$ cat config.mk
export PLATFORM = sky130hd
export DESIGN_NAME = vseg_decoder
export DESIGN_NICKNAME = d
export VERILOG_FILES = /design/src/rtl/vseg_pkg.sv /design/src/rtl/vseg_mode.sv /design/src/rtl/vseg_classify.sv /design/src/rtl/vseg_decoder.sv
export SDC_FILE = /design/constraint.sdc
export NUM_CORES = 1
export LEC_CHECK = 0
export ABC_CLOCK_PERIOD_IN_PS = 8800
export CORE_AREA = 4 4 80 82
export DETAILED_ROUTE_END_ITERATION = 16
export DIE_AREA = 0 0 84 86
export DONT_BUFFER_PORTS = 1
export HOLD_SLACK_MARGIN = 0.08
export PLACE_DENSITY = 0.43
export SLEW_MARGIN = 40
export SYNTH_ARGS = -nofsm -noshare
export SYNTH_HDL_FRONTEND = slang
export SYNTH_SLANG_ARGS = --single-unit
$ cat constraint.sdc
create_clock -name clk -period 8.8 [get_ports clk]
set_clock_uncertainty 0.15 [all_clocks]
set_input_delay 2.2 -clock clk [delete_from_list [all_inputs] [get_ports clk]]
set_output_delay 2.2 -clock clk [all_outputs]
set_load 0.005 [all_outputs]
$ cat src/rtl/vseg_pkg.sv
package vseg_pkg;
  typedef enum logic [1:0] {
    PRIV_KERNEL = 2'd0,
    PRIV_SUPER  = 2'd1,
    PRIV_USER   = 2'd2
  } priv_e;

  typedef enum logic [1:0] {
    SEG_TLB    = 2'd0,
    SEG_DIRECT = 2'd1,
    SEG_FAULT  = 2'd2
  } seg_kind_e;

  localparam logic [1:0] ERR_NONE  = 2'b00;
  localparam logic [1:0] ERR_LOAD  = 2'b01;
  localparam logic [1:0] ERR_STORE = 2'b10;
endpackage

$ cat src/rtl/vseg_mode.sv
module vseg_mode
  import vseg_pkg::*;
#(
  parameter int VA_W = 64
) (
  input  logic [1:0]      ksu,
  input  logic            exl,
  input  logic            erl,
  input  logic            ux,
  input  logic            kx,
  input  logic [VA_W-1:0] vaddr,
  output priv_e           priv,
  output logic            wide,
  output logic [VA_W-1:0] ext_va
);
  localparam int HI_W = VA_W - 32;

  always_comb begin
    if (exl || erl || ksu == 2'b00) priv = PRIV_KERNEL;
    else if (ksu == 2'b01)          priv = PRIV_SUPER;
    else                            priv = PRIV_USER;
  end

  assign wide   = (priv == PRIV_KERNEL) ? kx : ux;
  assign ext_va = wide ? vaddr : {{HI_W{vaddr[31]}}, vaddr[31:0]};
endmodule

$ cat src/rtl/vseg_classify.sv
module vseg_classify
  import vseg_pkg::*;
#(
  parameter int VA_W        = 64,
  parameter int USEG_BITS   = 40,
  parameter int XKPHYS_BITS = 44
) (
  input  logic            kernel,
  input  logic            erl,
  input  logic            wide,
  input  logic            is_write,
  input  logic [VA_W-1:0] raw_va,
  input  logic [VA_W-1:0] ext_va,
  output seg_kind_e       kind,
  output logic [VA_W-1:0] pa,
  output logic [1:0]      err_code
);
  localparam logic [VA_W-1:0] TOP32     = {{(VA_W-31){1'b0}}, {31{1'b1}}};
  localparam logic [VA_W-1:0] TOP64     = {{(VA_W-USEG_BITS){1'b0}}, {USEG_BITS{1'b1}}};
  localparam logic [VA_W-1:0] XK_MASK   = {{(VA_W-XKPHYS_BITS){1'b0}}, {XKPHYS_BITS{1'b1}}};
  localparam logic [VA_W-1:0] KSEG_MASK = {{(VA_W-29){1'b0}}, {29{1'b1}}};
  localparam logic [VA_W-1:0] KSEG_LO   = {{(VA_W-32){1'b1}}, 32'h8000_0000};
  localparam logic [VA_W-1:0] KSEG_HI   = {{(VA_W-32){1'b1}}, 32'hBFFF_FFFF};

  logic [VA_W-1:0] useg_top;
  logic            erl_win;
  logic            xkphys_hit;
  logic            in_useg;
  logic            in_kseg;

  assign useg_top   = wide ? TOP64 : TOP32;
  assign erl_win    = kernel && erl && (raw_va <= TOP32);
  assign xkphys_hit = kernel && (raw_va[VA_W-1:VA_W-2] == 2'b10);
  assign in_useg    = (ext_va <= useg_top);
  assign in_kseg    = (ext_va >= KSEG_LO) && (ext_va <= KSEG_HI);

  always_comb begin
    kind     = SEG_TLB;
    pa       = '0;
    err_code = ERR_NONE;
    if (erl_win) begin
      kind = SEG_DIRECT;
      pa   = raw_va & TOP32;
    end else if (xkphys_hit) begin
      kind = SEG_DIRECT;
      pa   = raw_va & XK_MASK;
    end else if (in_useg) begin
      kind = SEG_TLB;
    end else if (kernel) begin
      if (in_kseg) begin
        kind = SEG_DIRECT;
        pa   = ext_va & KSEG_MASK;
      end
    end else begin
      kind     = SEG_FAULT;
      err_code = is_write ? ERR_STORE : ERR_LOAD;
    end
  end
endmodule

$ cat src/rtl/vseg_decoder.sv
module vseg_decoder
  import vseg_pkg::*;
#(
  parameter int VA_W        = 64,
  parameter int USEG_BITS   = 40,
  parameter int XKPHYS_BITS = 44
) (
  input  logic            clk,
  input  logic            rst_n,
  input  logic            req_valid,
  input  logic [VA_W-1:0] vaddr,
  input  logic [1:0]      ksu,
  input  logic            exl,
  input  logic            erl,
  input  logic            ux,
  input  logic            kx,
  input  logic            is_write,
  output logic            map_req,
  output logic            direct,
  output logic            adr_err,
  output logic [1:0]      err_code,
  output logic            refill,
  output logic            writable,
  output logic [VA_W-1:0] paddr,
  output logic [VA_W-1:0] eff_vaddr,
  output logic            wide_mode,
  output logic            mode_unsup,
  output logic            rsp_valid
);
  priv_e           priv;
  seg_kind_e       kind;
  logic [VA_W-1:0] pa_raw;
  logic [1:0]      code_raw;

  vseg_mode #(.VA_W(VA_W)) u_mode (
    .ksu    (ksu),
    .exl    (exl),
    .erl    (erl),
    .ux     (ux),
    .kx     (kx),
    .vaddr  (vaddr),
    .priv   (priv),
    .wide   (wide_mode),
    .ext_va (eff_vaddr)
  );

  vseg_classify #(
    .VA_W        (VA_W),
    .USEG_BITS   (USEG_BITS),
    .XKPHYS_BITS (XKPHYS_BITS)
  ) u_classify (
    .kernel   (priv == PRIV_KERNEL),
    .erl      (erl),
    .wide     (wide_mode),
    .is_write (is_write),
    .raw_va   (vaddr),
    .ext_va   (eff_vaddr),
    .kind     (kind),
    .pa       (pa_raw),
    .err_code (code_raw)
  );

  assign map_req    = req_valid && (kind == SEG_TLB);
  assign direct     = req_valid && (kind == SEG_DIRECT);
  assign adr_err    = req_valid && (kind == SEG_FAULT);
  assign err_code   = req_valid ? code_raw : ERR_NONE;
  assign refill     = map_req;
  assign writable   = direct;
  assign paddr      = direct ? pa_raw : '0;
  assign mode_unsup = (priv == PRIV_SUPER);

  always_ff @(posedge clk or negedge rst_n) begin
    if (!rst_n) rsp_valid <= 1'b0;
    else        rsp_valid <= req_valid;
  end

  // one outcome per request, none when idle
  a_r10_one_outcome: assert property (@(posedge clk) disable iff (!rst_n)
    req_valid |-> ($countones({map_req, direct, adr_err}) == 1));
  a_r10_idle_quiet: assert property (@(posedge clk) disable iff (!rst_n)
    !req_valid |-> !(map_req || direct || adr_err));
  // response strobe trails the request by one cycle
  a_r11_rsp_follows: assert property (@(posedge clk) disable iff (!rst_n)
    req_valid |=> rsp_valid);
  // address errors only outside kernel privilege
  a_r8_err_not_kernel: assert property (@(posedge clk) disable iff (!rst_n)
    adr_err |-> (ksu != 2'b00 && !exl && !erl));
  // error code nonzero exactly on an error, store code on writes
  a_r8_code_kind: assert property (@(posedge clk) disable iff (!rst_n)
    adr_err |-> (err_code == (is_write ? 2'b10 : 2'b01)));
  // unmapped results only for kernel privilege
  a_r5_direct_kernel: assert property (@(posedge clk) disable iff (!rst_n)
    direct |-> (ksu == 2'b00 || exl || erl));
  // supervisor never reaches an unmapped window
  a_r9_unsup_not_direct: assert property (@(posedge clk) disable iff (!rst_n)
    mode_unsup |-> !direct);
endmodule

==> impl_metrics.ini, run 1 <==
[status]
outcome = finished, final reports clean

[routing]
wire_per_inst_um = 19.41
drt_iter0_markers = 42
viasPerCell = 5.470
dr.pass1.iters = 4
drc = 0
vias = 1663
routed_wirelength_mm = 5.900
ant_nets = 0

[logic_synthesis]
synth_top_family_by_area = simple AND/OR/NAND/NOR gates
async_flop_share = 1.000
synth_edf_count = 0
synth_top_cell_area_share = 0.2441
muxShareOfSynthArea = 0
postSynthAreaPerCell_um2 = 6.194
yosysMostFrequentCell = nand2_1
synth_area_um2 = 1753
synth.distinct_cells = 41
seq_area_frac_synth = 0.01428
synth-simple-area-share = 0.3633
synth.area.top_cells = buf_4 24%, a21oi_2 14%, nand2_1 13%
syn_inst = 283
yosys.area_share.adder = 0.007138
ys_seq_elements = 1
synth_xor_area_frac = 0
synthTopCellsByCount = 62 x nand2_1, 57 x buf_4, 32 x o21ai_0
yosysWarnings = 0
synth_compound_area_frac = 0.3019
yosys.area.top_type = buf_4
ys_dominant_reg_cell = dfrtp_1

[timing]
fmax_mhz = 147.0
fin_crit_sh = 0.7732
worst_slew_pin_slew_ns = 0.5934
relSlewSlack = 0.6040
slew_violations = 0
rsz0062_at_grt = no
setup_viol = 0
final.setup.tns_ns = 0
hold_violations = 0
layout_setup_ws_ns = 1.996
fin_crit_ns = 6.804

[place]
dp_slack_ns = 1.566
gp_congestion = 0.7777
dp.cells = 303
post-dp-hpwl_mm = 4.836
portBuffers = 0

[clock_network]
cts_setup_buffers = 0
cts_resized = 0
clkSlewWorstSetupHoldPaths_ns = 0
ctsHoldBuffers = 0

[pwr]
peakVddDrop_mv = 0.01166
finalPower_mw = 0.05672
leakage_nw = 0.5177
power_density_nw_per_um2 = 39.49

[floorplan]
ios = 212
die-area_um2 = 7224
fp-row-count = 28
core-area_um2 = 5746
start_util = 0.3051
fp.dieW_um = 84
die_h_um = 86

[cells_and_area]
area_delta_synth_final_pct = -18.06
largest_reg_flops = 1
fillCellCount = 685
largestRegisters = rsp_valid: 1 flops
drive_above_1_share = 0.1790
fin_cells = 304
multi_input_comb_area_um2 = 1272
fin_nets = 306
top_register = rsp_valid
antenna_cells = 0
regArea_um2 = 25.02

[global_routing]
grt_pass1_vias = 1604
grt_pass1_wl_mm = 8.790
grt_max_degree = 39
grt.total_usage = 0.1453
antenna_found_initial = 0
grt_overflow = 0

[critical_path]
end_kind = output port
cp-start-kind = primary input
slowest_delay_ns = 0.47
cp_max_fo = 32
setup.worst_path.class = in2out
cp_data_required_time_ns = 6.45
cp.arrival_ns = 4.45
critical-path-slowest-cell = o21a_2
path_cells = nor2_2 > o21a_2 > nor2_1 > ha_1 > nand4_1 > nor4_1 > a211oi_1 > o21ai_1 > and4_1

[worst_hold_path]
holdCritPathClass = in2async

[run]
max-cap-violations = 0
## power breakdown
part	leakage, nW	total [mW]	switching [mW]	internal (mW)
sequential	0.0117	0.00503	0.000112	0.00492
combinational	0.506	0.0517	0.0359	0.0158
clock	0	0	0	0
total	0.518	0.0567	0.0360	0.0207
## per-stage QoR
| step | hold slack (ns) | utilization | instance area (µm²) |
|---|---|---|---|
| 2_1_floorplan | 1.754 | - | 1824 |
| 3_3_place_gp | 1.754 | 0.2465 | 1416 |
| 3_5_place_dp | 1.754 | 0.2465 | 1416 |
| 4_1_cts | 1.754 | 0.2465 | 1416 |
| 5_1_grt | 1.754 | 0.2500 | 1436 |
| 6_report | 1.754 | 0.2500 | 1436 |
## final cells by class
cell class	instances	share of cell area
multi-input combinational	219	0.8859
timing repair buffer	2	0.01307
sequential	1	0.01742
tap	75	0.06533
inverter	7	0.01829
## per-layer routing
layer / routed length, µm / track usage / vias to the layer above
met5: 0 / 0 / -
met4: 0 / 0 / 0
met3: 551 / 0.03074 / 0
met2: 3080 / 0.2769 / 121
met1: 2268 / 0.1780 / 746
li1: - / - / 796
## cells by family (layout without fill, tap and decap cells)
logic type               count (synthesis)  count (layout)
AO/OA/AOI/OAI                           75              75
buffers and inverters                   82               9
AND/OR/NAND/NOR                        123             123
other                                    1              20
adder cells (fa/ha/maj)                  1               1
flip-flops                               1               1
## critical path, delay by kind of cell
kind            cells  cell delay (ns)
compound gates      3             0.79
simple gates        5             1.13
fa+ha+maj           1             0.33
## path summary, 6_finish.rpt
kind | from | end | slack, ns | depth (start not counted)
max | ksu[1] | map_req | 2.00 | 9
max in group asynchronous | rst_n | rsp_valid | 6.68 | 0
min in group clk | req_valid | rsp_valid | 2.08 | 0
min | rst_n | rsp_valid | 1.75 | 0
## placed cells by master (no fill, tap or decap), drive strengths merged, types with 2 or more instances in the layout
master / instances
nor4: 12
nand2: 62
o21ai: 34
a21oi: 31
or3: 2
conb: 20
and3b: 2
nor2: 3
nand3: 3
nand4: 15
buf: 2
nor3: 4
or2: 2
and2: 13
and4: 2
a21boi: 2
inv: 7
(Power assumes the default switching activity.)
==> run 2: changes to the inputs <==
- ABC_AREA: unset -> 1
- ABC_CLOCK_PERIOD_IN_PS: 8800 -> 5470
- CORE_AREA: 4 4 80 82 -> 4 4 79 81
- DIE_AREA: 0 0 84 86 -> 0 0 83 85
- PLACE_DENSITY: 0.43 -> 0.51
- clock period: 8.8 -> 5.47 ns (I/O delays scaled with it)
==> impl_metrics.ini, run 2 <==
[clock_network]
cts_resized = 0
cts_setup_buffers = 0
ctsHoldBuffers = 0
clkSlewWorstSetupHoldPaths_ns = 0

[critical_path]
slowest_delay_ns = 0.28
critical_path_buf_inv_count = 1
cp_max_fo = 25
end_kind = output port
critical-path-slowest-cell = nand2_2
setup.worst_path.class = in2out
cp_common_cell = nand2_2
cp_data_required_time_ns = 3.95
path_cells = nor2_2 > nand2_2 > nand2_2 > nand2_2 > o21ai_0 > nand2_1 > nor2_1 > nand2_1 > nor2_1 > nand2_1 > nand2_2 > nand2_4 > buf_12 > nor2_1
path_delay_family = simple AND/OR/NAND/NOR gates
cp-start-kind = primary input
cp.arrival_ns = 3.30

[place]
gp_congestion = 0.9110
post-dp-hpwl_mm = 6.090
placed_cell_area_um2 = 1734
dp.cells = 425
portBuffers = 0

[routing]
wl_met2_mm = 3.562
vias = 2060
wl_met1_mm = 2.436
met3_length_um = 862
wire_per_inst_um = 16.25
drc = 0
viasPerCell = 4.847
routed_wirelength_mm = 6.905
dr.pass1.iters = 4
drt_iter0_markers = 44
ant_nets = 0
highest_layer = met4

[cells_and_area]
top_register = rsp_valid
area_delta_synth_final_pct = -14.23
layout_common_cells = 90 x nand2_1, 71 x inv_1, 41 x nand3_1, 40 x nor2_2, 36 x nor2_1
drive_above_1_share = 0.1615
final_area_um2 = 1734
largestRegisters = rsp_valid: 1 flops
fillCellCount = 672
regArea_um2 = 25.02
multi_input_comb_area_um2 = 1272
largest_reg_flops = 1
antenna_cells = 0
utilization = 0.3169
fin_nets = 430
final_common_cell = nand2_1
fin_cells = 425

[status]
outcome = finished, final reports clean

[logic_synthesis]
yosysMostFrequentCell = nand2_1
synth_area_um2 = 2022
synth.distinct_cells = 22
synth.area.top_cells = buf_4 22%, nand2_1 17%, inv_1 13%
ys_dominant_reg_cell = dfrtp_1
synthTopCellsByCount = 90 x nand2_1, 71 x inv_1, 59 x buf_4
synth_top_cell_area_share = 0.2191
synth_edf_count = 0
syn_inst = 396
ys_seq_elements = 1
yosysWarnings = 0
postSynthAreaPerCell_um2 = 5.106
seq_area_frac_synth = 0.01238
yosys.area.top_type = buf_4
async_flop_share = 1.000

[floorplan]
fp-row-count = 27
fp.dieW_um = 83
core-area_um2 = 5473
die-area_um2 = 7055
ios = 212
die_h_um = 85
start_util = 0.3695

[pwr]
peakVddDrop_mv = 0.03009
power_density_nw_per_um2 = 72.49
leakage_nw = 1.011

[global_routing]
grt_pass1_vias = 1971
grt.total_usage = 0.1779
grt_overflow = 0
grt_max_degree = 26
antenna_found_initial = 0
grt_pass1_wl_mm = 10.58

[timing]
hold_violations = 0
setup_viol = 0
final.setup.tns_ns = 0
fin_crit_ns = 4.820
slew_violations = 0
fin_crit_sh = 0.8811
fmax_mhz = 207.5
rsz0062_at_grt = no

[worst_hold_path]
holdCritPathClass = in2async

[run]
max-cap-violations = 0
-- run 2: area by class of cell --
cell class              instances  area share
inverters                      71      0.1537
multi-input cells             272      0.7338
flip-flops and latches          1     0.01443
well taps                      72     0.05195
repair buffers                  9     0.04618
-- run 2: metal layers --
layer	track usage	up-vias
met2	0.3433	120
met3	0.07573	2
met4	0.01337	0
li1	-	1036
met1	0.1862	902
met5	0	-
-- run 2: worst paths after layout --
path	startpoint	end	slack [ns]	cells after the start
min in group clk	req_valid	rsp_valid	1.25	0
hold / removal	rst_n	rsp_valid	0.92	0
max in group asynchronous	rst_n	rsp_valid	4.18	0
setup / recovery	erl	paddr[0]	0.65	14
-- run 2: through the flow --
stage	power (mW)	hold WS [ns]	setup WS, ns
floorplan	0.1378	0.9219	0.8763
global placement	0.1257	0.9219	0.6963
detailed placement	0.1267	0.9219	0.6522
CTS	0.1270	0.9219	0.6488
global route	0.1442	0.9219	0.4182
finish	0.1257	0.9219	0.6504
-- run 2: logic make-up (layout without fill, tap and decap cells) --
family | count (synthesis) | count (layout) | synth area share
other | 1 | 20 | 0.001855
buffers and inverters | 142 | 80 | 0.3936
DFF | 1 | 1 | 0.01237
adders and majority gates | 1 | 1 | 0.006187
and+or+nand+nor | 230 | 230 | 0.5297
AOI/OAI and AO/OA | 21 | 21 | 0.05632
-- run 2: power breakdown --
part	switching [mW]	internal [mW]
clock	0	0
combinational	0.0802	0.0374
sequential	0.000180	0.00792
